### src/rtl/errstat_pkg.sv
package errstat_pkg;

    localparam int ADDR_W    = 8;
    localparam int DATA_W    = 8;
    localparam int CTL_W     = 6;
    localparam int PAGE_W    = 4;

    localparam logic [ADDR_W-1:0] CTL_ADDR  = 8'h00;
    localparam logic [PAGE_W-1:0] HOST_PAGE = 4'h1;
    localparam logic [PAGE_W-1:0] MGMT_PAGE = 4'h2;

    // Tach edge selection shared with the fan logic
    typedef enum logic [1:0] {
        EDGE_ANY  = 2'b00,
        EDGE_RISE = 2'b01,
        EDGE_FALL = 2'b10,
        EDGE_RSVD = 2'b11
    } edge_sel_e;

    // Writable control fields, bit 0 at the bottom
    typedef struct packed {
        edge_sel_e edge_sel;   // bits 5:4
        logic      fan_full;   // bit 3
        logic      frz_b_en;   // bit 2
        logic      frz_a_en;   // bit 1
        logic      cor_mode;   // bit 0
    } ctl_t;

    typedef enum logic [1:0] {
        RG_NONE,
        RG_CTL,
        RG_HOST,
        RG_MGMT
    } region_e;

    function automatic region_e region_of(input logic [ADDR_W-1:0] a,
                                          input int unsigned nregs);
        logic [PAGE_W-1:0] page;
        logic [PAGE_W-1:0] idx;
        page = a[ADDR_W-1:PAGE_W];
        idx  = a[PAGE_W-1:0];
        if (a == CTL_ADDR)
            return RG_CTL;
        if (page == HOST_PAGE && 32'(idx) < nregs)
            return RG_HOST;
        if (page == MGMT_PAGE && 32'(idx) < nregs)
            return RG_MGMT;
        return RG_NONE;
    endfunction

endpackage

### src/rtl/errstat_ctl_reg.sv
module errstat_ctl_reg
    import errstat_pkg::*;
(
    input  logic             clk,
    input  logic             rst,
    input  logic             wr_i,
    input  logic [CTL_W-1:0] wdata_i,
    output ctl_t             ctl_o
);

    ctl_t ctl_q;

    always_ff @(posedge clk) begin
        if (rst)
            ctl_q <= '0;
        else if (wr_i)
            ctl_q <= ctl_t'(wdata_i);
    end

    assign ctl_o = ctl_q;

endmodule

### src/rtl/errstat_decode.sv
module errstat_decode
    import errstat_pkg::*;
#(
    parameter int NUM_REGS = 4,
    parameter int IDX_W    = (NUM_REGS > 1) ? $clog2(NUM_REGS) : 1
)(
    input  logic                wr_en_i,
    input  logic                rd_en_i,
    input  logic [ADDR_W-1:0]   addr_i,
    output logic                ctl_wr_o,
    output logic [NUM_REGS-1:0] host_wr_o,
    output logic [NUM_REGS-1:0] mgmt_wr_o,
    output logic [NUM_REGS-1:0] mgmt_rd_o,
    output region_e             region_o,
    output logic [IDX_W-1:0]    idx_o
);

    region_e region;

    assign region   = region_of(addr_i, NUM_REGS);
    assign region_o = region;
    assign idx_o    = addr_i[IDX_W-1:0];
    assign ctl_wr_o = wr_en_i && (region == RG_CTL);

    for (genvar i = 0; i < NUM_REGS; i++) begin : g_sel
        logic hit;
        assign hit          = (addr_i[PAGE_W-1:0] == PAGE_W'(i));
        assign host_wr_o[i] = wr_en_i && (region == RG_HOST) && hit;
        assign mgmt_wr_o[i] = wr_en_i && (region == RG_MGMT) && hit;
        assign mgmt_rd_o[i] = rd_en_i && (region == RG_MGMT) && hit;
    end

endmodule

### src/rtl/errstat_bank.sv
module errstat_bank
    import errstat_pkg::*;
#(
    parameter int NUM_REGS = 4,
    parameter int SRC_A    = 12,
    parameter int SRC_B    = 13,
    parameter bit COR_OK   = 1'b0
)(
    input  logic                         clk,
    input  logic                         rst,
    input  logic [NUM_REGS*DATA_W-1:0]   evt_i,
    input  logic                         frz_a_en_i,
    input  logic                         frz_b_en_i,
    input  logic                         cor_mode_i,
    input  logic [NUM_REGS-1:0]          wr_sel_i,
    input  logic [NUM_REGS-1:0]          rd_sel_i,
    input  logic [DATA_W-1:0]            wdata_i,
    output logic [NUM_REGS*DATA_W-1:0]   stat_o,
    output logic                         any_o
);

    localparam int EVT_W = NUM_REGS * DATA_W;

    logic [EVT_W-1:0] stat_q;
    logic [EVT_W-1:0] stat_d;
    logic [EVT_W-1:0] cap_mask;
    logic [EVT_W-1:0] clr_vec;
    logic             frozen;
    logic             cor_act;

    assign cor_act = COR_OK && cor_mode_i;

    // Freeze is taken from stored bits, so a release shows one cycle after a clear
    assign frozen = (frz_a_en_i && stat_q[SRC_A]) || (frz_b_en_i && stat_q[SRC_B]);

    always_comb begin
        if (!frozen) begin
            cap_mask = '1;
        end else begin
            cap_mask        = '0;
            cap_mask[SRC_A] = frz_a_en_i;
            cap_mask[SRC_B] = frz_b_en_i;
        end
    end

    for (genvar i = 0; i < NUM_REGS; i++) begin : g_clr
        assign clr_vec[i*DATA_W +: DATA_W] =
            cor_act     ? {DATA_W{rd_sel_i[i]}} :
            wr_sel_i[i] ? wdata_i               : '0;
    end

    // Set beats clear
    assign stat_d = (stat_q & ~clr_vec) | (evt_i & cap_mask);

    always_ff @(posedge clk) begin
        if (rst)
            stat_q <= '0;
        else
            stat_q <= stat_d;
    end

    assign stat_o = stat_q;
    assign any_o  = |stat_q;

endmodule

### src/rtl/dual_bank_errstat.sv
module dual_bank_errstat
    import errstat_pkg::*;
#(
    parameter int NUM_REGS = 4,
    parameter int SRC_A    = 12,
    parameter int SRC_B    = 13
)(
    input  logic                       clk,
    input  logic                       rst,
    input  logic                       reg_wr_en,
    input  logic                       reg_rd_en,
    input  logic [ADDR_W-1:0]          reg_addr,
    input  logic [DATA_W-1:0]          reg_wdata,
    output logic [DATA_W-1:0]          reg_rdata,
    input  logic [NUM_REGS*DATA_W-1:0] err_evt_i,
    input  logic                       alert_en_i,
    output logic                       alert_o,
    output logic                       fan_full_o,
    output logic [1:0]                 tach_edge_o
);

    localparam int EVT_W = NUM_REGS * DATA_W;
    localparam int IDX_W = (NUM_REGS > 1) ? $clog2(NUM_REGS) : 1;

    ctl_t                ctl;
    logic                ctl_wr;
    logic [NUM_REGS-1:0] host_wr;
    logic [NUM_REGS-1:0] mgmt_wr;
    logic [NUM_REGS-1:0] mgmt_rd;
    region_e             rd_region;
    logic [IDX_W-1:0]    rd_idx;
    logic [EVT_W-1:0]    host_flat;
    logic [EVT_W-1:0]    mgmt_flat;
    logic                host_any;
    logic                mgmt_any;

    errstat_decode #(.NUM_REGS(NUM_REGS), .IDX_W(IDX_W)) u_dec (
        .wr_en_i   (reg_wr_en),
        .rd_en_i   (reg_rd_en),
        .addr_i    (reg_addr),
        .ctl_wr_o  (ctl_wr),
        .host_wr_o (host_wr),
        .mgmt_wr_o (mgmt_wr),
        .mgmt_rd_o (mgmt_rd),
        .region_o  (rd_region),
        .idx_o     (rd_idx)
    );

    errstat_ctl_reg u_ctl (
        .clk     (clk),
        .rst     (rst),
        .wr_i    (ctl_wr),
        .wdata_i (reg_wdata[CTL_W-1:0]),
        .ctl_o   (ctl)
    );

    errstat_bank #(
        .NUM_REGS (NUM_REGS),
        .SRC_A    (SRC_A),
        .SRC_B    (SRC_B),
        .COR_OK   (1'b0)
    ) u_host (
        .clk        (clk),
        .rst        (rst),
        .evt_i      (err_evt_i),
        .frz_a_en_i (ctl.frz_a_en),
        .frz_b_en_i (ctl.frz_b_en),
        .cor_mode_i (1'b0),
        .wr_sel_i   (host_wr),
        .rd_sel_i   ('0),
        .wdata_i    (reg_wdata),
        .stat_o     (host_flat),
        .any_o      (host_any)
    );

    errstat_bank #(
        .NUM_REGS (NUM_REGS),
        .SRC_A    (SRC_A),
        .SRC_B    (SRC_B),
        .COR_OK   (1'b1)
    ) u_mgmt (
        .clk        (clk),
        .rst        (rst),
        .evt_i      (err_evt_i),
        .frz_a_en_i (ctl.frz_a_en),
        .frz_b_en_i (ctl.frz_b_en),
        .cor_mode_i (ctl.cor_mode),
        .wr_sel_i   (mgmt_wr),
        .rd_sel_i   (mgmt_rd),
        .wdata_i    (reg_wdata),
        .stat_o     (mgmt_flat),
        .any_o      (mgmt_any)
    );

    always_comb begin
        case (rd_region)
            RG_CTL:  reg_rdata = {mgmt_any, host_any, ctl};
            RG_HOST: reg_rdata = host_flat[rd_idx*DATA_W +: DATA_W];
            RG_MGMT: reg_rdata = mgmt_flat[rd_idx*DATA_W +: DATA_W];
            default: reg_rdata = '0;
        endcase
    end

    assign alert_o     = mgmt_any && alert_en_i;
    assign fan_full_o  = ctl.fan_full;
    assign tach_edge_o = ctl.edge_sel;

endmodule

### config.mk
export PLATFORM = sky130hd
export DESIGN_NAME = dual_bank_errstat
export DESIGN_NICKNAME = d
export VERILOG_FILES = /design/src/rtl/errstat_pkg.sv /design/src/rtl/errstat_ctl_reg.sv /design/src/rtl/errstat_decode.sv /design/src/rtl/errstat_bank.sv /design/src/rtl/dual_bank_errstat.sv
export SDC_FILE = /design/constraint.sdc
export NUM_CORES = 1
export LEC_CHECK = 0
export BUFFER_PORTS_ARGS = -buffer_cell sky130_fd_sc_hd__buf_2
export CAP_MARGIN = 40
export CORE_MARGIN = 2
export CORE_UTILIZATION = 60
export CTS_CLUSTER_DIAMETER = 200
export CTS_CLUSTER_SIZE = 12
export DETAILED_ROUTE_END_ITERATION = 10
export HOLD_SLACK_MARGIN = 0.08
export PLACE_DENSITY_LB_ADDON = 0.3
export SLEW_MARGIN = 10
export SYNTH_ARGS = -nofsm -noshare
export SYNTH_HDL_FRONTEND = slang
export SYNTH_SLANG_ARGS = --single-unit
### constraint.sdc
create_clock -name clk -period 3.1 [get_ports clk]
set_clock_uncertainty 0.05 [all_clocks]
set_input_delay 0.155 -clock clk [delete_from_list [all_inputs] [get_ports clk]]
set_output_delay 0.155 -clock clk [all_outputs]
set_load 0.1 [all_outputs]
==> flow_metrics.tcl, run 1 <==
set metrics [dict create \
    status "finished clean" \
    synth.top_cell.area_share 0.401 \
    busiest_layer "met2" \
    antenna_left 0 \
    numCtsBuffers 9 \
    grt_max_degree 35 \
    fp.dieH_um 80.3 \
    peakVddDrop_uv 425 \
    insertion_delay_ns 0.35 \
    yosys.area.top_type "dfxtp_1" \
    multi_input_area_um2 2010 \
    synth-main-ff-cell "dfxtp_1" \
    synthArstFlopShare 0 \
    fin_util 0.801 \
    synth_warnings 0 \
    fmax_mhz 388 \
    nFillCells 353 \
    synth_compound_gate_area_share 0.255 \
    start_util 0.627 \
    drcViolationCount 0 \
    clock_path_buffers 2 \
    yosysUniqueCellTypes 37 \
    yosys.area_share.xor_xnor 0 \
    maxCapViolations 0 \
    via_per_inst 7.27 \
    ys_top_cells_by_count "dfxtp_1 (70), nand2_1 (69), a32o_1 (61), clkbuf_1 (18), nor4_1 (16)" \
    synthCells 360 \
    drtPass1Iterations 6 \
    antenna_cells 0 \
    endpoint_kind "output pin" \
    syn_area_per_cell_um2 9.71 \
    design_area_um2 4460 \
    die_w_um 80.3 \
    gp_congestion 1.05 \
    hp-class "input port to flip-flop" \
    coreArea_um2 5570 \
    synth-seq-area-share 0.401 \
    cts.sinks 70 \
    via_count 3868 \
    placed_cell_area_um2 3920 \
    synthTopCellsByArea "dfxtp_1 (40%), a32o_1 (17%), nand2_1 (7.4%)" \
    rsz0062_at_grt "false" \
    h-tree-depth 3 \
    regArea_um2 1400 \
    use_met1 0.516 \
    grt_util_met3 0.0899 \
    cp.required_ns 2.89 \
    use_met2 0.635 \
    synthSimpleGateAreaFrac 0.200 \
    finalHoldViolations 0 \
    slew_viol_final 0 \
    dieArea_um2 6460 \
    routedWlPerCell_um 23.5 \
    start_kind "input port" \
    finalNetCount 508 \
    area.growth.synth_to_final_pct 27.7 \
    synth_area_um2 3500 \
    setup_viol 0 \
    grtUsageTotal 0.404 \
    critPathArrivalTime_ns 2.37 \
    routed_wl_mm 12.5 \
    worst-setup-path-type "input port to output pin" \
    layout-drive-gt1-share 0.270 \
    grt-ovfl-total 0 \
    drt_iter0_markers 688 \
    fp-row-count 27 \
    worst-path-max-fanout 19 \
    path_clk_slew_ns 0.07 \
    grt_pass1_vias 3717 \
    worstMarginPinSlew_ns 1.01 \
    synthMuxAreaShare 0.110 \
    cts_root_buf "clkbuf_8" \
    boundaryPins 65 \
    dp.cells 481 \
    synth_nets 413 \
    synth-edff-count 0 \
    dp_hpwl_mm 8.07 \
    grt_first_pass_wirelength_mm 19.2 \
    synth_most_common_cell "dfxtp_1" \
    finalCriticalPeriod_ns 2.57 \
    io_buffers 64 \
    ys_ff_latch 70 \
    synth-adder-area-share 0 \
    fin_cells 532 \
    p_leak_nw 1.67 \
    max_slew_margin 0.324 \
    antenna_found_initial 0 \
    period_share 0.831 \
    cts_tree "built" \
    synth_top_family_by_area "compound AO/OA/AOI/OAI gates" \
    power_density_nw_per_um2 488 \
]
## state kept, by name, summed over array words and instances, names as in the netlist
name	flops
u_ctl.ctl_o	6
u_mgmt.stat_o	32
u_host.stat_o	32
## placed cells by master (no fill, tap or decap), types with 2 or more instances in the layout
master | netlist | routed
mux2_2 | 9 | 9
a22oi_1 | 6 | 6
nand4_1 | 4 | 4
nand2_1 | 69 | 69
nor3_2 | 8 | 8
or3b_2 | 2 | 2
clkinv_2 | 0 | 2
nand3b_1 | 3 | 3
nand2b_1 | 2 | 2
a32o_1 | 61 | 61
buf_4 | 0 | 7
nor3_1 | 2 | 2
mux2i_1 | 8 | 8
mux4_2 | 9 | 9
nor2b_1 | 10 | 10
o21ai_0 | 5 | 5
a21oi_1 | 5 | 5
nor4_1 | 16 | 16
dfxtp_1 | 70 | 70
nand3_1 | 3 | 3
a221oi_1 | 7 | 5
inv_1 | 4 | 4
clkbuf_8 | 0 | 10
dlygate4sd3_1 | 0 | 34
nor2_1 | 14 | 14
a211oi_1 | 5 | 4
a31oi_1 | 4 | 4
buf_2 | 3 | 64
## final cells by class
cell class | instances | area share
Timing Repair Buffer | 107 | 0.168
Sequential cell | 70 | 0.314
Clock inverter | 5 | 0.0126
Inverter | 4 | 0.00336
Clock buffer | 11 | 0.0317
Tap cell | 72 | 0.0202
Multi-Input combinational cell | 263 | 0.451
## cells by family (layout without fill, tap and decap cells)
group	after synthesis	after routing
AO/OA/AOI/OAI	100	100
buffers and inverters	27	127
flip-flops	70	70
multiplexers	26	26
AND/OR/NAND/NOR	137	137
## per-stage QoR
stage          TNS, ns  setup WS [ns]  hold slack (ns)  power, mW
2_1_floorplan    -2.12         -0.467            0.215       1.25
3_3_place_gp         0          0.524            0.330       1.36
3_5_place_dp         0          0.543            0.335       1.38
4_1_cts              0          0.558           0.0884       2.15
5_1_grt              0          0.401           0.0963       2.24
6_report             0          0.525           0.0910       2.18
## final timing paths
path                                startpoint  slack, ns                 to  depth (start not counted)
worst min register to register  u_ctl.ctl_o[3]       0.48     u_ctl.ctl_o[3]                          2
worst max-delay path               reg_addr[3]       0.53       reg_rdata[6]                          6
worst min-delay path              reg_wdata[3]       0.09     u_ctl.ctl_o[3]                          3
worst max register to register  u_ctl.ctl_o[0]       0.87  u_mgmt.stat_o[30]                          5
## worst max-delay path, stage by stage
cell and delay [ns]:
buf_2 0.09, or4_1 0.92, nor2_1 0.45, a22oi_1 0.15, o21ai_0 0.13, buf_2 0.47
## report_power, final
group	leakage, nW	internal, mW	switching, mW
Combinational	0.987	0.180	0.174
Sequential	0.587	0.977	0.0817
Clock	0.0997	0.394	0.372
## layer usage
metal  vias up  wire, um
met5         -         0
met3        96      1780
met4         0       796
li1       1629         -
met1      1777      4410
met2       366      5540
## repair_timing
item,CTS,global route
resized for setup,0,0
endpoints found under the hold margin,64,0
buffers inserted,0,0
hold buffers,34,0
endpoints found under the setup margin,0,0
Power figures use the tool's default switching activity.
==> run 2: changes to the inputs <==
CORE_UTILIZATION = 50   (was 60)
clock period = 2.3 ns   (was 3.1 ns; I/O delays follow)
==> flow_metrics.tcl, run 2 (same netlist as run 1, synthesis figures left out) <==
set metrics [dict create \
    grtUsageTotal 0.350 \
    cts_tree "built" \
    drt_iter0_markers 507 \
    dp_hpwl_mm 8.79 \
    place_ws_ns 0.246 \
    layout-drive-gt1-share 0.292 \
    fp.dieH_um 87.6 \
    routedWlPerCell_um 22.4 \
    start_util 0.515 \
    fp-row-count 30 \
    crit_path_max_incr_delay_ns 0.55 \
    endpoint_kind "flip-flop" \
    worstMarginPinSlew_ns 0.994 \
    finalHoldViolations 0 \
    gp_congestion 0.945 \
    crit_family "buffers and inverters" \
    h-tree-depth 3 \
    boundaryPins 65 \
    grt-ovfl-total 0 \
    layout_common_cells "nand2_1 (69), dfxtp_1 (69), a32o_1 (61)" \
    numCtsBuffers 9 \
    routed_wl_mm 12.9 \
    antenna_cells 0 \
    crit_top_cell "buf_4" \
    fin_util 0.707 \
    peakVddDrop_uv 519 \
    maxCapViolations 0 \
    path_clk_slew_ns 0.08 \
    finalCriticalPeriod_ns 2.13 \
    slew_viol_final 0 \
    clock_path_buffers 2 \
    cts_resized 0 \
    cp.required_ns 2.49 \
    grt_max_degree 31 \
    status "finished clean" \
    finalNetCount 528 \
    cts_root_buf "clkbuf_8" \
    grt_first_pass_wirelength_mm 20.0 \
    crit_slowest_cell "or4_1" \
    coreArea_um2 6790 \
    worst-path-max-fanout 18 \
    power_density_nw_per_um2 614 \
    p_leak_nw 1.80 \
    nFillCells 518 \
    setup_slack_ns 0.173 \
    drcViolationCount 0 \
    rsz0062_at_grt "false" \
    max_slew_margin 0.334 \
    hp-class "input port to flip-flop" \
    start_kind "input port" \
    path_buf_inv 4 \
    io_buffers 64 \
    worst-setup-path-type "input port to flip-flop" \
    cp_cell_sequence "buf_2 -> or4_1 -> buf_4 -> nor3_2 -> buf_4 -> nand2_1 -> a32o_1 -> dlygate4sd3_1" \
    die_w_um 87.6 \
    via_per_inst 6.62 \
    fmax_mhz 470 \
    grt_pass1_vias 3724 \
    dieArea_um2 7680 \
    via_count 3804 \
    insertion_delay_ns 0.35 \
    area.growth.synth_to_final_pct 37.4 \
    critPathArrivalTime_ns 2.32 \
    period_share 0.925 \
    drtPass1Iterations 6 \
    antenna_left 0 \
    antenna_found_initial 0 \
    cts.sinks 70 \
    setup_viol 0 \
]
==> run 2: cell count changes in the layout (fill, tap and decap cells not counted), sizes merged <==
cell         previous run  this run
clkinvlp                1         2
clkinv                  2         1
buf                    72        84
dlygate4sd3            34        43
clkbuf                 12        10
==> run 2: per-layer routing <==
metal	GRT usage	vias up	wire, um
li1	-	1666	-
met1	0.453	1800	4830
met2	0.550	273	6040
met3	0.0594	65	1340
met4	0.208	0	675
met5	0	-	0
==> run 2: worst paths after layout <==
check | start | endpoint | slack, ns | depth (start not counted)
worst max-delay path | reg_addr[3] | u_host.stat_o[30] | 0.17 | 8
worst min-delay path | reg_wr_en | u_mgmt.stat_o[16] | 0.39 | 5
worst max register to register | u_ctl.ctl_o[1] | u_host.stat_o[30] | 0.35 | 4
worst min register to register | u_ctl.ctl_o[3] | u_ctl.ctl_o[3] | 0.46 | 2
==> run 2: repair_timing <==
item,CTS,global route
hold buffers,43,0
buffers inserted,0,0
endpoints found under the setup margin,0,0
endpoints found under the hold margin,69,0
==> run 2: metrics by stage <==
stage	hold WS, ns	std cells	cell area (um2)	power [mW]	setup TNS, ns
finish	0.386	575	4810	2.95	0
global route	0.395	575	4810	3.05	0
CTS	0.365	575	4810	2.94	0
detailed placement	0.293	517	4180	1.88	0
global placement	0.289	514	4160	1.86	0
floorplan	0.175	360	3540	1.69	-1.92
==> run 2: final cells by class <==
cell class | instances | area [um2] | share of cell area
Multi-Input combinational cell | 263 | 2050 | 0.427
Inverter | 4 | 15.0 | 0.00312
Sequential cell | 70 | 1400 | 0.292
Timing Repair Buffer | 127 | 1020 | 0.212
Tap cell | 96 | 120 | 0.0250
Clock buffer | 10 | 138 | 0.0286
Clock inverter | 5 | 58.8 | 0.0122
==> run 2: worst reg2reg max path, cell delays in order, from the launching register on <==
cell and delay, ns:
dfxtp_1 0.42, a221oi_4 0.30, buf_4 0.39, a32o_1 0.20, dlygate4sd3_1 0.55
==> run 2: where the power goes <==
group / total, mW / switching [mW] / internal [mW] / leakage (nW)
Sequential: 1.42 / 0.108 / 1.32 / 0.588
Clock: 1.02 / 0.493 / 0.526 / 0.0948
Combinational: 0.506 / 0.245 / 0.261 / 1.12
Total: 2.95 / 0.846 / 2.10 / 1.80
==> run 3: changes to the inputs <==
ABC_AREA = 1   (was unset)
CORE_UTILIZATION = 51   (was 50)
==> flow_metrics.tcl, run 3 <==
set metrics [dict create \
    power_density_nw_per_um2 620 \
    endpoint "reg_rdata[6]" \
    worst-path-max-fanout 2 \
    finalCriticalPeriod_ns 2.01 \
    synth_nets 620 \
    p_total_mw 2.99 \
    dieArea_um2 8210 \
    ys_ff_latch 70 \
    syn_area_per_cell_um2 6.75 \
    start_util 0.528 \
    synth-seq-area-share 0.366 \
    reg2reg_to "u_mgmt.stat_o[12]" \
    die_w_um 90.6 \
    rr_worst_depth 3 \
    cts_resized 0 \
    fp-row-count 31 \
    grt_pass1_vias 4373 \
    grt_max_degree 71 \
    via_count 4626 \
    io_buffers 64 \
    synth_most_common_cell "nand2_1" \
    gp_congestion 1.04 \
    synthTopCellsByArea "dfxtp_1 (37%), nand2_1 (15%), a21oi_1 (9.3%)" \
    worst-setup-path-type "flip-flop to output pin" \
    crit_start "u_mgmt.stat_o[6]" \
    swShare 0.302 \
    worstMarginPinSlew_ns 0.734 \
    h-tree-depth 3 \
    synth-edff-count 0 \
    boundaryPins 65 \
    dp.cells 717 \
    synth.top_cell.area_share 0.366 \
    finalNetCount 720 \
    p_clk_frac 0.376 \
    place_ws_ns 0.456 \
    yosys.area.top_type "dfxtp_1" \
    drcViolationCount 0 \
    grtUsageTotal 0.389 \
    clock_path_buffers 2 \
    peakVddDrop_uv 611 \
    timing.rr.start "u_ctl.ctl_o[0]" \
    slew_viol_final 0 \
    crit_slowest_cell "buf_2" \
    cts_hold_buf 38 \
    setup_slack_ns 0.288 \
    synth_area_um2 3830 \
    synth-main-ff-cell "dfxtp_1" \
    crit_top_cell "nand2_1" \
    layout_commonest_cell "nand2_1" \
    setup_viol 0 \
    antenna_left 0 \
    period_share 0.875 \
    drtPass1Iterations 5 \
    postCtsSetupRepairBufs 0 \
    cts_tree "built" \
    status "finished clean" \
    layout_common_cells "nand2_1 (151), a21oi_1 (71), dfxtp_1 (70)" \
    synth_warnings 0 \
    area.growth.synth_to_final_pct 26.2 \
    via_per_inst 6.01 \
    fmax_mhz 497 \
    r2r_slack_ns 0.70 \
    power_frac_seq 0.463 \
    tns_ns 0 \
    hp-class "input port to flip-flop" \
    dp_hpwl_mm 11.5 \
    rsz0062_at_grt "false" \
    yosysUniqueCellTypes 32 \
    endpoint_kind "output pin" \
    numCtsBuffers 9 \
    whs_ns 0.179 \
    maxCapViolations 0 \
    ys_top_cells_by_count "nand2_1 (151), a21oi_1 (71), dfxtp_1 (70), nand3_1 (49)" \
    antenna_found_initial 0 \
    path_buf_inv 2 \
    share_comb_of_total_power 0.161 \
    synthArstFlopShare 0 \
    cp.required_ns 2.13 \
    p_leak_nw 2.27 \
    critPathArrivalTime_ns 1.85 \
    cts.sinks 70 \
    layout-drive-gt1-share 0.197 \
    fp.dieH_um 90.6 \
    cp_cell_sequence "inv_1 -> nand2_1 -> o21ai_0 -> o31ai_1 -> nand3_1 -> nand2_1 -> buf_2" \
    crit_family "buffers and inverters" \
    path_clk_slew_ns 0.08 \
    grt_first_pass_wirelength_mm 24.2 \
    synthCells 567 \
    drt_iter0_markers 475 \
    fin_cells 770 \
    p_sw_mw 0.905 \
    cts_root_buf "clkbuf_8" \
    routedWlPerCell_um 20.6 \
    max_slew_margin 0.510 \
    cp_num_cells 7 \
    start_kind "flip-flop" \
    routed_wl_mm 15.9 \
    finalHoldViolations 0 \
    crit_path_max_incr_delay_ns 0.41 \
    coreArea_um2 7250 \
    antenna_cells 0 \
    grt-ovfl-total 0 \
    power.internal_mw 2.09 \
    insertion_delay_ns 0.35 \
]
[run 3: cell count changes after synthesis, sizes merged, moves of 46 or more]
cell | previous run | this run
a21oi | 5 | 71
a32o | 61 | 0
inv | 4 | 51
nand2 | 69 | 160
nand3 | 3 | 55
o21ai | 5 | 51
[run 3: how the worst min path moves through the flow]
stage                  startpoint                 to  cells past startpoint
CTS                  reg_wdata[7]  u_host.stat_o[15]                      4
floorplan            reg_wdata[0]     u_ctl.ctl_o[0]                      2
global route         reg_wdata[7]  u_host.stat_o[15]                      4
detailed placement  err_evt_i[18]  u_host.stat_o[18]                      3
global placement     reg_wdata[3]     u_ctl.ctl_o[3]                      3
finish               reg_wdata[7]  u_host.stat_o[15]                      4
[run 3: cell type report]
type,instances,area (um2)
timing repair buffer,107,738
inverter,51,194
sequential,70,1400
multi-input combinational,428,2160
fill,638,2420
tap,99,124
clock buffer,9,124
clock inverter,6,86.3
[run 3: metal layers]
metal  vias up  wire length [um]  track usage
met2       344              6900        0.604
met1      2108              6100        0.486
li1       2087                 -            -
met5         -                 0            0
met3        87              1840        0.114
met4         0              1020        0.208
[run 3: tightest hold or removal path: cells and delay by family]
kind,cells,cell delay [ns]
buffers and inverters,2,0.21
AOI/OAI and AO/OA,2,0.21
[run 3: logic make-up after synthesis]
kind of cell	after synthesis	share of synthesized area
simple gates	285	0.360
compound gates	143	0.204
flops	70	0.366
buf+inv	69	0.0693
[run 3: metrics by stage]
step / instance area [um2] / utilization
6_report: 4830 / 0.666
5_1_grt: 4830 / 0.666
4_1_cts: 4830 / 0.666
3_5_place_dp: 4240 / 0.584
3_3_place_gp: 4240 / 0.584
2_1_floorplan: 3830 / -
[run 3: power by group through the flow]
stage	combinational (mW)	sequential (mW)	clock, mW
floorplan	0.270	1.36	0
CTS	0.465	1.38	1.11
global route	0.522	1.39	1.16
finish	0.481	1.39	1.12
global placement	0.410	1.41	0
detailed placement	0.413	1.41	0
